$ cat src/rtl/burst_seq_pkg.sv
package burst_seq_pkg;
  localparam int BEAT_W = 2;

  typedef struct packed {
    logic clear;
    logic load;
    logic step;
  } seqCtl_t;
endpackage

$ cat src/rtl/burst_seq_ctrl.sv
module burst_seq_ctrl
  import burst_seq_pkg::*;
(
  input  logic    rst,
  input  logic    loadReq,
  input  logic    advN,
  output seqCtl_t ctl
);
  // Reset outranks load, and load outranks stepping.
  always_comb begin
    ctl.clear = rst;
    ctl.load  = !rst && loadReq;
    ctl.step  = !rst && !loadReq && !advN;
  end
endmodule

$ cat src/rtl/burst_seq_dp.sv
module burst_seq_dp
  import burst_seq_pkg::*;
#(
  parameter int ADDR_W = 16
) (
  input  logic              clk,
  input  seqCtl_t           ctl,
  input  logic [ADDR_W-1:0] extAddr,
  input  logic              modeInterleave,
  output logic [ADDR_W-1:0] burstAddr
);
  localparam int HI_W = ADDR_W - BEAT_W;

  logic [ADDR_W-1:0] startAddr;
  logic [BEAT_W-1:0] beatCnt;
  logic [BEAT_W-1:0] lowLinear;
  logic [BEAT_W-1:0] lowInterleave;

  always_ff @(posedge clk) begin
    if (ctl.clear) begin
      startAddr <= '0;
      beatCnt   <= '0;
    end else if (ctl.load) begin
      startAddr <= extAddr;
      beatCnt   <= '0;
    end else if (ctl.step) begin
      beatCnt   <= beatCnt + 1'b1;
    end
  end

  always_comb begin
    lowLinear     = startAddr[BEAT_W-1:0] + beatCnt;
    lowInterleave = startAddr[BEAT_W-1:0] ^ beatCnt;
  end

  assign burstAddr = {startAddr[ADDR_W-1 -: HI_W],
                      modeInterleave ? lowInterleave : lowLinear};
endmodule

$ cat src/rtl/burst_addr_seq.sv
module burst_addr_seq
  import burst_seq_pkg::*;
#(
  parameter int ADDR_W = 16
) (
  input  logic              clk,
  input  logic              rst,
  input  logic              loadReq,
  input  logic [ADDR_W-1:0] extAddr,
  input  logic              advN,
  input  logic              modeInterleave,
  output logic [ADDR_W-1:0] burstAddr
);
  seqCtl_t ctl;

  burst_seq_ctrl ctrl_i (
    .rst     (rst),
    .loadReq (loadReq),
    .advN    (advN),
    .ctl     (ctl)
  );

  burst_seq_dp #(.ADDR_W(ADDR_W)) dp_i (
    .clk            (clk),
    .ctl            (ctl),
    .extAddr        (extAddr),
    .modeInterleave (modeInterleave),
    .burstAddr      (burstAddr)
  );
endmodule

$ cat config.mk
export PLATFORM = sky130hd
export DESIGN_NAME = burst_addr_seq
export DESIGN_NICKNAME = d
export VERILOG_FILES = /design/src/rtl/burst_seq_pkg.sv /design/src/rtl/burst_seq_ctrl.sv /design/src/rtl/burst_seq_dp.sv /design/src/rtl/burst_addr_seq.sv
export SDC_FILE = /design/constraint.sdc
export NUM_CORES = 1
export LEC_CHECK = 0
export BUFFER_PORTS_ARGS = -buffer_cell sky130_fd_sc_hd__buf_2
export CAP_MARGIN = 10
export CORE_UTILIZATION = 44
export DETAILED_ROUTE_END_ITERATION = 12
export PLACE_DENSITY = 0.76
export SYNTH_ARGS = -nofsm -noshare
export SYNTH_HDL_FRONTEND = slang
export SYNTH_SLANG_ARGS = --single-unit
$ cat constraint.sdc
create_clock -name clk -period 1.13 [get_ports clk]
set_clock_uncertainty 0.05 [all_clocks]
set_input_delay 0.226 -clock clk [delete_from_list [all_inputs] [get_ports clk]]
set_output_delay 0.226 -clock clk [all_outputs]
set_load 0.01 [all_outputs]
# Word level (Yosys, flattened, before mapping)
# Cells that the tools add are included.
# op_classes
addsub,2
mux,1
bitwise,1
n_reduce_logical,7
# op_table
op,count
logical AND 1 bit,3
zero test 1 bit,3
adder 2 x 1 -> 2 bit (second input constant),1
adder 2 bit,1
2-to-1 mux 2 bit,1
OR reduction 2 bit,1
XOR 2 bit,1
# word_totals
ff_bits,18
in_bits,21
word_cells,13

# Logic depth before layout (Yosys ltp)
# Gate-level depths: netlist of run 1.
# depth
depth_word,3
mapped_depth,4
ltp_nobuf,3

# Hierarchy
# A second synthesis of run 1 with hierarchy kept.
# hier_totals
hier_cells,80
hier_area_um2,825.8
# by_module_without_submodules
module,n_inst,cells_each,area_per_inst_um2,seq_area_each_um2
burst_seq_dp,1,77,802.0,360.3
burst_seq_ctrl,1,3,23.8,0.0

# Least setup slack after synthesis of run 1
# Ideal clock, no wire load.
# synth_timing
path_type,reg2out
from,reg dp_i.beatCnt[0]
to,out burstAddr[1]
arrival_ns,0.831
required_ns,0.854
setup_slack_ns,0.023
stages_incl_launch_ff,4
n_path_buf,0
path_cell_list,dfxtp_1 -> ha_1 -> nor2b_1 -> xnor2_1
# synth_via
elab_chain_len,2
# synth_lines
element,line_no,text
start: declaration,burst_seq_dp.sv:15,logic [BEAT_W-1:0] beatCnt;
start signal: assignment,burst_seq_dp.sv:27,beatCnt <= beatCnt + 1'b1;
adder 2 bit,burst_seq_dp.sv:32,lowLinear = startAddr[BEAT_W-1:0] + beatCnt;
2-to-1 mux 2 bit,burst_seq_dp.sv:37,modeInterleave ? lowInterleave : lowLinear};
end: declaration,burst_addr_seq.sv:12,output logic [ADDR_W-1:0] burstAddr
# Every way passes these cells.

# Worst setup path after layout of run 1
# layout_timing
from,reg dp_i.startAddr[0]
to,out burstAddr[1]
# layout_via
elab_chain_len,2
# layout_lines
element,line_no,text
start: declaration,burst_seq_dp.sv:14,logic [ADDR_W-1:0] startAddr;
start signal: assignment,burst_seq_dp.sv:24,startAddr <= extAddr;
adder 2 bit,burst_seq_dp.sv:32,
2-to-1 mux 2 bit,burst_seq_dp.sv:37,
# Every way passes these cells.

==> flow_summary.ini, run 1 <==
[status]
status = finished, violations left
violations = design-rule violations, negative setup slack

[pwr]
p_comb_share_pct = 15.5
p_switching_mw = 0.2840
sw_frac_of_total_pct = 22.66
ir_drop_v = 0.0007442
pwr-share-seq_pct = 55.0
powerDensity_nw_per_um2 = 1308
p_total_mw = 1.253
p_leak_nw = 0.4902
clkPwrFrac_pct = 29.5
p_int_mw = 0.9693

[clock_tree]
htreeDepth = 1
clkSinkCount = 18
cts-root-buf = clkbuf_4
clk_pin_slew_ps = 90
clk_latency_ps = 270
numCtsBuffers = 3
clockBufferDepth = 2
tritoncts = yes

[floorplanning]
initial_utilization_pct = 47.10
core.rowCount = 15
die_area_sq_um = 2024
core_sq_um = 1727
top_level_ports = 37
die_h_microns = 44.99
die_w_microns = 44.99

[placed_design]
place.gp.congestion = 0.6445
dp_hpwl_microns = 951.9
place_worst_setup_slack_ps = -46.84
portBuffers = 36
dp_cells = 122
place_area_sq_um = 893.4

[synthesis]
ys_warn_count = 0
synthesis.nets = 99
yosysUniqueCellTypes = 13
syn_inst = 77
synth-seq-cells = 18
avgSynthCellArea_sq_um = 10.56
syn_area_sq_um = 813.3
ys_seq_area_share_pct = 44.31

[detailed_routing]
wire_per_inst_microns = 10.21
via_count = 544
routed_wl_microns = 1286
drc_errors = 2
detail-route-antenna-nets = 0
drt_iter0_markers = 12
vias_per_cell = 4.317
firstDrtPassIters = 7

[layout]
final_cells = 126
stdcell_area_sq_um = 958.4
final_nets = 124
final_cell_mix = buf_2, mux2i_1, nor2_1, dfxtp_1
syn_to_final_growth_pct = 17.85
n_antenna_cell = 0
drive_above_1_share_pct = 47.52
utilization_pct = 55.51
layout_commonest_cell = buf_2
fill_cells = 177

[critical_path]
cp.arrival_ps = 1140
worst-path-max-fanout = 2
r2r_setup_slack_ps = 70
startpoint_type = flop
endpoint_kind = output pin
crit_type = reg2out
r2r-end = dp_i.beatCnt[1]
worstPathRequired_ps = 850
reg2reg_from = dp_i.beatCnt[0]
rr_worst_depth = 4

[timing]
fin_ws_ps = -281.1
tns_ps = -401.3
drv_slew = 0
worst_slew_pin_slew_ps = 493.4
max_freq_ghz = 0.7087
finalSetupViolations = 2
max_slew_margin_pct = 67.11
whs_ps = 127.3
hold_viol_final = 0
period_share_pct = 124.9
post-route-min-period_ps = 1411
rsz0062_at_grt = yes

[min_path]
hold_path.class = in2reg
min_path_cells = 3
min_to = dp_i.startAddr[2]
hp-start = extAddr[2]

[global_route]
grt-ovfl-total = 0
grt_pass1_vias = 458
grt_first_pass_wirelength_microns = 1932
grt_use_total_pct = 13.19
antenna_found_initial = 0
grt_max_degree = 19

[flow_run]
maxCapViolCount = 0
[sequential cells by signal, summed over array words and instances (netlist names)]
| signal | flops |
|---|---|
| dp_i.beatCnt | 2 |
| dp_i.startAddr | 16 |
[how the worst max path moves through the flow]
stage                            from           end  slack (ps)  depth (start not counted)
floorplan             dp_i.beatCnt[0]  burstAddr[1]          20                          3
global placement      dp_i.beatCnt[0]  burstAddr[1]           4                          4
detailed placement    dp_i.beatCnt[0]  burstAddr[1]         -50                          4
CTS                 dp_i.startAddr[0]  burstAddr[1]        -320                          4
global route          dp_i.beatCnt[0]  burstAddr[1]        -360                          4
finish              dp_i.startAddr[0]  burstAddr[1]        -280                          4
[cells by family after synthesis]
kind of cell | count (synthesis) | share of synthesized area [%]
mux | 16 | 19.69
flops | 18 | 44.31
xor+xnor | 3 | 3.231
simple gates | 21 | 13.23
buf+inv | 18 | 18.00
fa+ha+maj | 1 | 1.538
[power by group through the flow]
stage | clock network (mW) | logic (mW) | registers (mW)
finish | 0.369 | 0.194 | 0.690
global route | 0.414 | 0.215 | 0.694
CTS | 0.389 | 0.196 | 0.690
detailed placement | 0 | 0.187 | 0.702
global placement | 0 | 0.183 | 0.700
floorplan | 0 | 0.158 | 0.699
[final cells by class]
cell class | count | area [sq um] | area share, %
tap | 25 | 31.28 | 3.264
clock buffer | 4 | 36.28 | 3.786
multi-input combinational | 41 | 326.6 | 34.07
timing repair buffer | 38 | 201.4 | 21.02
sequential | 18 | 362.8 | 37.86
[timing repair]
action,in CTS,in global routing
hold buffers,0,0
resized for setup,7,0
buffers inserted,0,0
setup endpoints to repair,2,2
pin swaps,2,1
[synthesized netlist by cell type]
| cell | number | area (sq um) |
|---|---|---|
| nor2_1 | 16 | 60.06 |
| buf_12 | 1 | 20.02 |
| nor2b_1 | 2 | 12.51 |
| mux2i_1 | 16 | 160.2 |
| xnor2_1 | 3 | 26.28 |
| buf_4 | 14 | 105.1 |
| buf_2 | 2 | 10.01 |
| nor4_4 | 1 | 21.27 |
| dfxtp_1 | 18 | 360.4 |
| nor3_1 | 1 | 5.000 |
| and2b_2 | 1 | 8.760 |
| buf_6 | 1 | 11.26 |
| ha_1 | 1 | 12.51 |
[critical path, cell delays in order, from the launching register on]
cell and delay [ps]:
dfxtp_2 360, ha_4 120, nor2b_4 130, xnor2_1 110, buf_2 140
[layer usage]
metal / global-route usage, % / up-vias / wire, microns
met5: 0 / - / 0
met4: 7.273 / 0 / 16
met3: 2.400 / 2 / 39
met2: 21.74 / 14 / 652
met1: 16.13 / 245 / 578
li1: - / 283 / -
Power figures use the tool's default switching activity.
==> run 2, diff against run 1 <==
Settings changed: BUFFER_PORTS_ARGS -buffer_cell sky130_fd_sc_hd__buf_2 to -buffer_cell sky130_fd_sc_hd__clkbuf_2, CORE_UTILIZATION 44 to 48, PLACE_DENSITY 0.76 to 0.82.
Clock period 1.13 ns to 1.7 ns, I/O delays scaled along.
==> run 2 against run 1 <==
Effect of this change: the run now ends clean; die area is 8.0% lower; via count is 0.55% higher; first-iteration DRC count is 33% lower; sequential share of layout area is 2.0 points higher; worst hold slack better by 95 ps; setup slack better by 380 ps; core utilization is 3.1 points higher; final area is 5.7% lower; clock-buffer cell count stayed put; largest power group unchanged; highest routed layer unchanged.
==> flow_summary.ini, run 2 (synthesized netlist as in run 1, its figures left out) <==
[layout]
n_antenna_cell = 0
drive_above_1_share_pct = 42.42
layout_commonest_cell = clkbuf_2
largest_reg_flops = 16
regArea_sq_um = 360.3
syn_to_final_growth_pct = 11.08
top_register = dp_i.startAddr
reg.largest.list = dp_i.startAddr (16), dp_i.beatCnt (2)
fill_cells = 139
stdcell_area_sq_um = 903.4
final_nets = 122
multi_input_area_sq_um = 306.5
final_cell_mix = clkbuf_2, dfxtp_1, mux2i_1, nor2_1

[critical_path]
startpoint_type = flop
cp.arrival_ps = 1210
crit_type = reg2out
reg2reg_from = dp_i.beatCnt[0]
worstPathRequired_ps = 1310
worst-path-max-fanout = 3
endpoint_kind = output pin
crit_path_start = dp_i.beatCnt[0]

[floorplanning]
top_level_ports = 37
die_w_microns = 43.16
die_h_microns = 43.16
initial_utilization_pct = 52.76
die_area_sq_um = 1863
core.rowCount = 14
core_sq_um = 1541

[clock_tree]
post_cts_buffers = 0
clk_pin_slew_ps = 100
clockBufferDepth = 2
cts_resized = 0
cts-root-buf = clkbuf_4
ctsHoldBuffers = 0
numCtsBuffers = 3
clkSinkCount = 18
clk_latency_ps = 300
tritoncts = yes
htreeDepth = 1

[pwr]
p_comb_share_pct = 14.1
clkPwrFrac_pct = 31.4
p_int_mw = 0.6367
pwr-share-seq_pct = 54.5
p_switching_mw = 0.2023
p_leak_nw = 0.4753
ir_drop_v = 0.0004889
sw_frac_of_total_pct = 24.11
powerDensity_nw_per_um2 = 928.8

[detailed_routing]
routed_wl_microns = 1194
wl_met3_microns = 75
wire_per_inst_microns = 10.38
detail-route-antenna-nets = 0
via_count = 547
vias_per_cell = 4.757
top_layer_used = met4
met1_length_microns = 549
firstDrtPassIters = 3
wl_met2_microns = 536
drt_iter0_markers = 8
drc_errors = 0

[placed_design]
place.gp.congestion = 0.6771
place_area_sq_um = 867.1
place_worst_setup_slack_ps = 383.4
portBuffers = 36
dp_hpwl_microns = 882.6

[timing]
hold_viol_final = 0
rsz0062_at_grt = no
fin_ws_ps = 96.50
drv_slew = 0
post-route-min-period_ps = 1604
period_share_pct = 94.32
max_slew_margin_pct = 61.20
whs_ps = 222.7
finalSetupViolations = 0
worst_slew_pin_slew_ps = 582.1
max_freq_ghz = 0.6236
tns_ps = 0

[global_route]
grt_first_pass_wirelength_microns = 1966
antenna_found_initial = 0
grt_max_degree = 19
grt_use_total_pct = 14.54
grt-ovfl-total = 0
grt_pass1_vias = 465

[min_path]
hold_path.class = in2reg
hp-start = extAddr[3]

[flow_run]
maxCapViolCount = 0

[status]
status = completed
[run 2: cell types whose count changed in the layout (fill, tap and decap cells not counted), moves of 2 or more]
cell      before  now
buf_2         35    0
buf_4          2    0
dfxtp_1       16   18
clkbuf_2       0   36
dfxtp_2        2    0
[run 2: worst max-delay path: stages (launching register included)]
cell and delay [ps]:
dfxtp_1 360, ha_1 140, nor2b_1 150, xnor2_1 130, clkbuf_2 140
[run 2: power by group through the flow]
stage	Clock (mW)	Sequential, mW	Combinational [mW]
floorplan	0	0.465	0.105
global placement	0	0.467	0.118
detailed placement	0	0.467	0.120
CTS	0.272	0.458	0.121
global route	0.287	0.461	0.132
finish	0.263	0.457	0.118
[run 2: area by class of cell]
class                   count  share of cell area (%)
flip-flops and latches     18                   39.89
clock buffers               4                   4.017
multi-input cells          41                   33.93
well taps                  16                   2.216
repair buffers             36                   19.94
[run 2: per-layer routing]
layer | GRT usage, % | vias up
li1 | - | 281
met1 | 19.36 | 247
met2 | 19.40 | 16
met3 | 4.255 | 3
met4 | 10.91 | 0
met5 | 0 | -
[run 2: worst paths after layout]
check / end / slack, ps / depth (start not counted)
worst max-delay path: burstAddr[1] / 100 / 4
worst min-delay path: dp_i.startAddr[3] / 220 / 3
worst max register to register: dp_i.beatCnt[1] / 750 / 3
worst min register to register: dp_i.startAddr[2] / 450 / 2
[run 2: per-stage QoR]
stage / power, mW / std cells / utilization, %
6_report: 0.8390 / 115 / 58.60
3_5_place_dp: 0.5875 / 111 / 56.25
3_3_place_gp: 0.5847 / 111 / 56.25
4_1_cts: 0.8502 / 115 / 58.60
2_1_floorplan: 0.5699 / 77 / -
5_1_grt: 0.8791 / 115 / 58.60
==> run 3, diff against run 2 <==
Settings changed: CORE_ASPECT_RATIO set to 1.1.
==> run 3 against run 2 <==
Effect of this change: cell count rose by 1.7%; global-route usage increased by 0.098 points; core utilization hardly changed; worst hold slack improved by 12 ps; sequential share of layout area is 0.65 points lower; flip-flop and latch count stayed put; combinational power grew 3%; sequential power barely moved; setup slack improved by 55 ps; critical path type unchanged.
==> flow_summary.ini, run 3 (synthesized netlist as in run 1, its figures left out) <==
[global_route]
grt_pass1_vias = 455
grt_use_total_pct = 14.63
grt_max_degree = 19
antenna_found_initial = 0
grt-ovfl-total = 0
grt_first_pass_wirelength_microns = 1835

[pwr]
powerDensity_nw_per_um2 = 896.4
clkPwrFrac_pct = 30.0
p_int_mw = 0.6384
p_switching_mw = 0.1904
p_total_mw = 0.8288
sw_frac_of_total_pct = 22.97
p_comb_share_pct = 14.7
ir_drop_v = 0.0006764
pwr-share-seq_pct = 55.3
p_leak_nw = 0.4798

[flow_run]
maxCapViolCount = 0

[detailed_routing]
wire_per_inst_microns = 10.91
drc_errors = 0
drt_iter0_markers = 5
routed_wl_microns = 1276
wl_met2_microns = 670
firstDrtPassIters = 3
vias_per_cell = 4.675
detail-route-antenna-nets = 0
met1_length_microns = 551
wl_met3_microns = 42
top_layer_used = met4
via_count = 547

[layout]
final_cell_mix = clkbuf_2, mux2i_1, nor2_1, dfxtp_1
utilization_pct = 58.65
fill_cells = 147
n_antenna_cell = 0
top_register = dp_i.startAddr
layout_commonest_cell = clkbuf_2
largest_reg_flops = 16
final_nets = 123
reg.largest.list = dp_i.startAddr (16), dp_i.beatCnt (2)
syn_to_final_growth_pct = 13.69
stdcell_area_sq_um = 924.6
drive_above_1_share_pct = 47.00

[timing]
post-route-min-period_ps = 1549
worst_slew_pin_slew_ps = 584.1
drv_slew = 0
finalSetupViolations = 0
max_freq_ghz = 0.6458
fin_ws_ps = 151.5
rsz0062_at_grt = no
period_share_pct = 91.09
max_slew_margin_pct = 61.06
hold_viol_final = 0
tns_ps = 0

[placed_design]
place_worst_setup_slack_ps = 385.4
place_area_sq_um = 868.3
place.gp.congestion = 0.5390
dp_hpwl_microns = 937.5
portBuffers = 36

[floorplanning]
initial_utilization_pct = 51.59
die_h_microns = 45.17
core_sq_um = 1577
die_w_microns = 41.25
die_area_sq_um = 1863
core.rowCount = 15
top_level_ports = 37

[critical_path]
r2r_setup_slack_ps = 640
crit_type = reg2out
worstPathRequired_ps = 1310
cp.arrival_ps = 1160
endpoint_kind = output pin
worst-path-max-fanout = 2
startpoint_type = flop

[clock_tree]
clk_pin_slew_ps = 100
htreeDepth = 1
numCtsBuffers = 3
clk_latency_ps = 270
clockBufferDepth = 2
cts-root-buf = clkbuf_4
tritoncts = yes
clkSinkCount = 18

[status]
status = completed

[min_path]
hold_path.class = in2reg
==> run 3: changes by cell type in the layout (fill, tap and decap cells not counted), sizes merged <==
cell / delta
buf: +2
clkbuf: -1
==> run 3: path summary, 6_finish.rpt <==
kind	start	cells past startpoint	end
hold reg to reg	dp_i.startAddr[8]	2	dp_i.startAddr[8]
hold / removal	extAddr[0]	3	dp_i.startAddr[0]
setup / recovery	dp_i.beatCnt[0]	4	burstAddr[1]
setup reg to reg	dp_i.beatCnt[0]	4	dp_i.beatCnt[1]
==> run 3: power by group through the flow <==
stage          Combinational [mW]  Clock, mW  Sequential, mW
6_report                    0.122      0.249           0.459
3_3_place_gp                0.117          0           0.466
2_1_floorplan               0.105          0           0.465
4_1_cts                     0.120      0.260           0.458
3_5_place_dp                0.120          0           0.468
5_1_grt                     0.136      0.277           0.462
==> run 3: metrics by stage <==
| stage | hold slack (ps) | std cells |
|---|---|---|
| 2_1_floorplan | 411.7 | 77 |
| 3_3_place_gp | 423.2 | 112 |
| 3_5_place_dp | 435.0 | 112 |
| 4_1_cts | 232.1 | 116 |
| 6_report | 234.9 | 117 |
| 5_1_grt | 234.9 | 117 |
==> run 3: cell type report <==
| type | instances | area, sq um | area share (%) |
|---|---|---|---|
| Clock buffer | 4 | 36.28 | 3.924 |
| Multi-Input combinational cell | 41 | 316.6 | 34.24 |
| Sequential cell | 18 | 362.8 | 39.24 |
| Timing Repair Buffer | 37 | 187.7 | 20.30 |
| Tap cell | 17 | 21.27 | 2.300 |
==> run 3: routing by layer <==
layer  track usage [%]  vias up
li1                  -      280
met1             16.30      255
met3             1.478        2
met5                 0        -
met4             9.677        0
met2             25.00       10
==> run 3: critical path: stages (launching register included) <==
cell     delay, ps
dfxtp_2        330
ha_2           170
nor2b_4        120
xnor2_1        120
buf_2          140
==> run 3: repair_timing <==
action / 4_1_cts / 5_1_grt
hold buffers: 0 / 0
setup buffers: 0 / 1
gates resized for setup: 0 / 6
endpoints found under the setup margin: 0 / 1
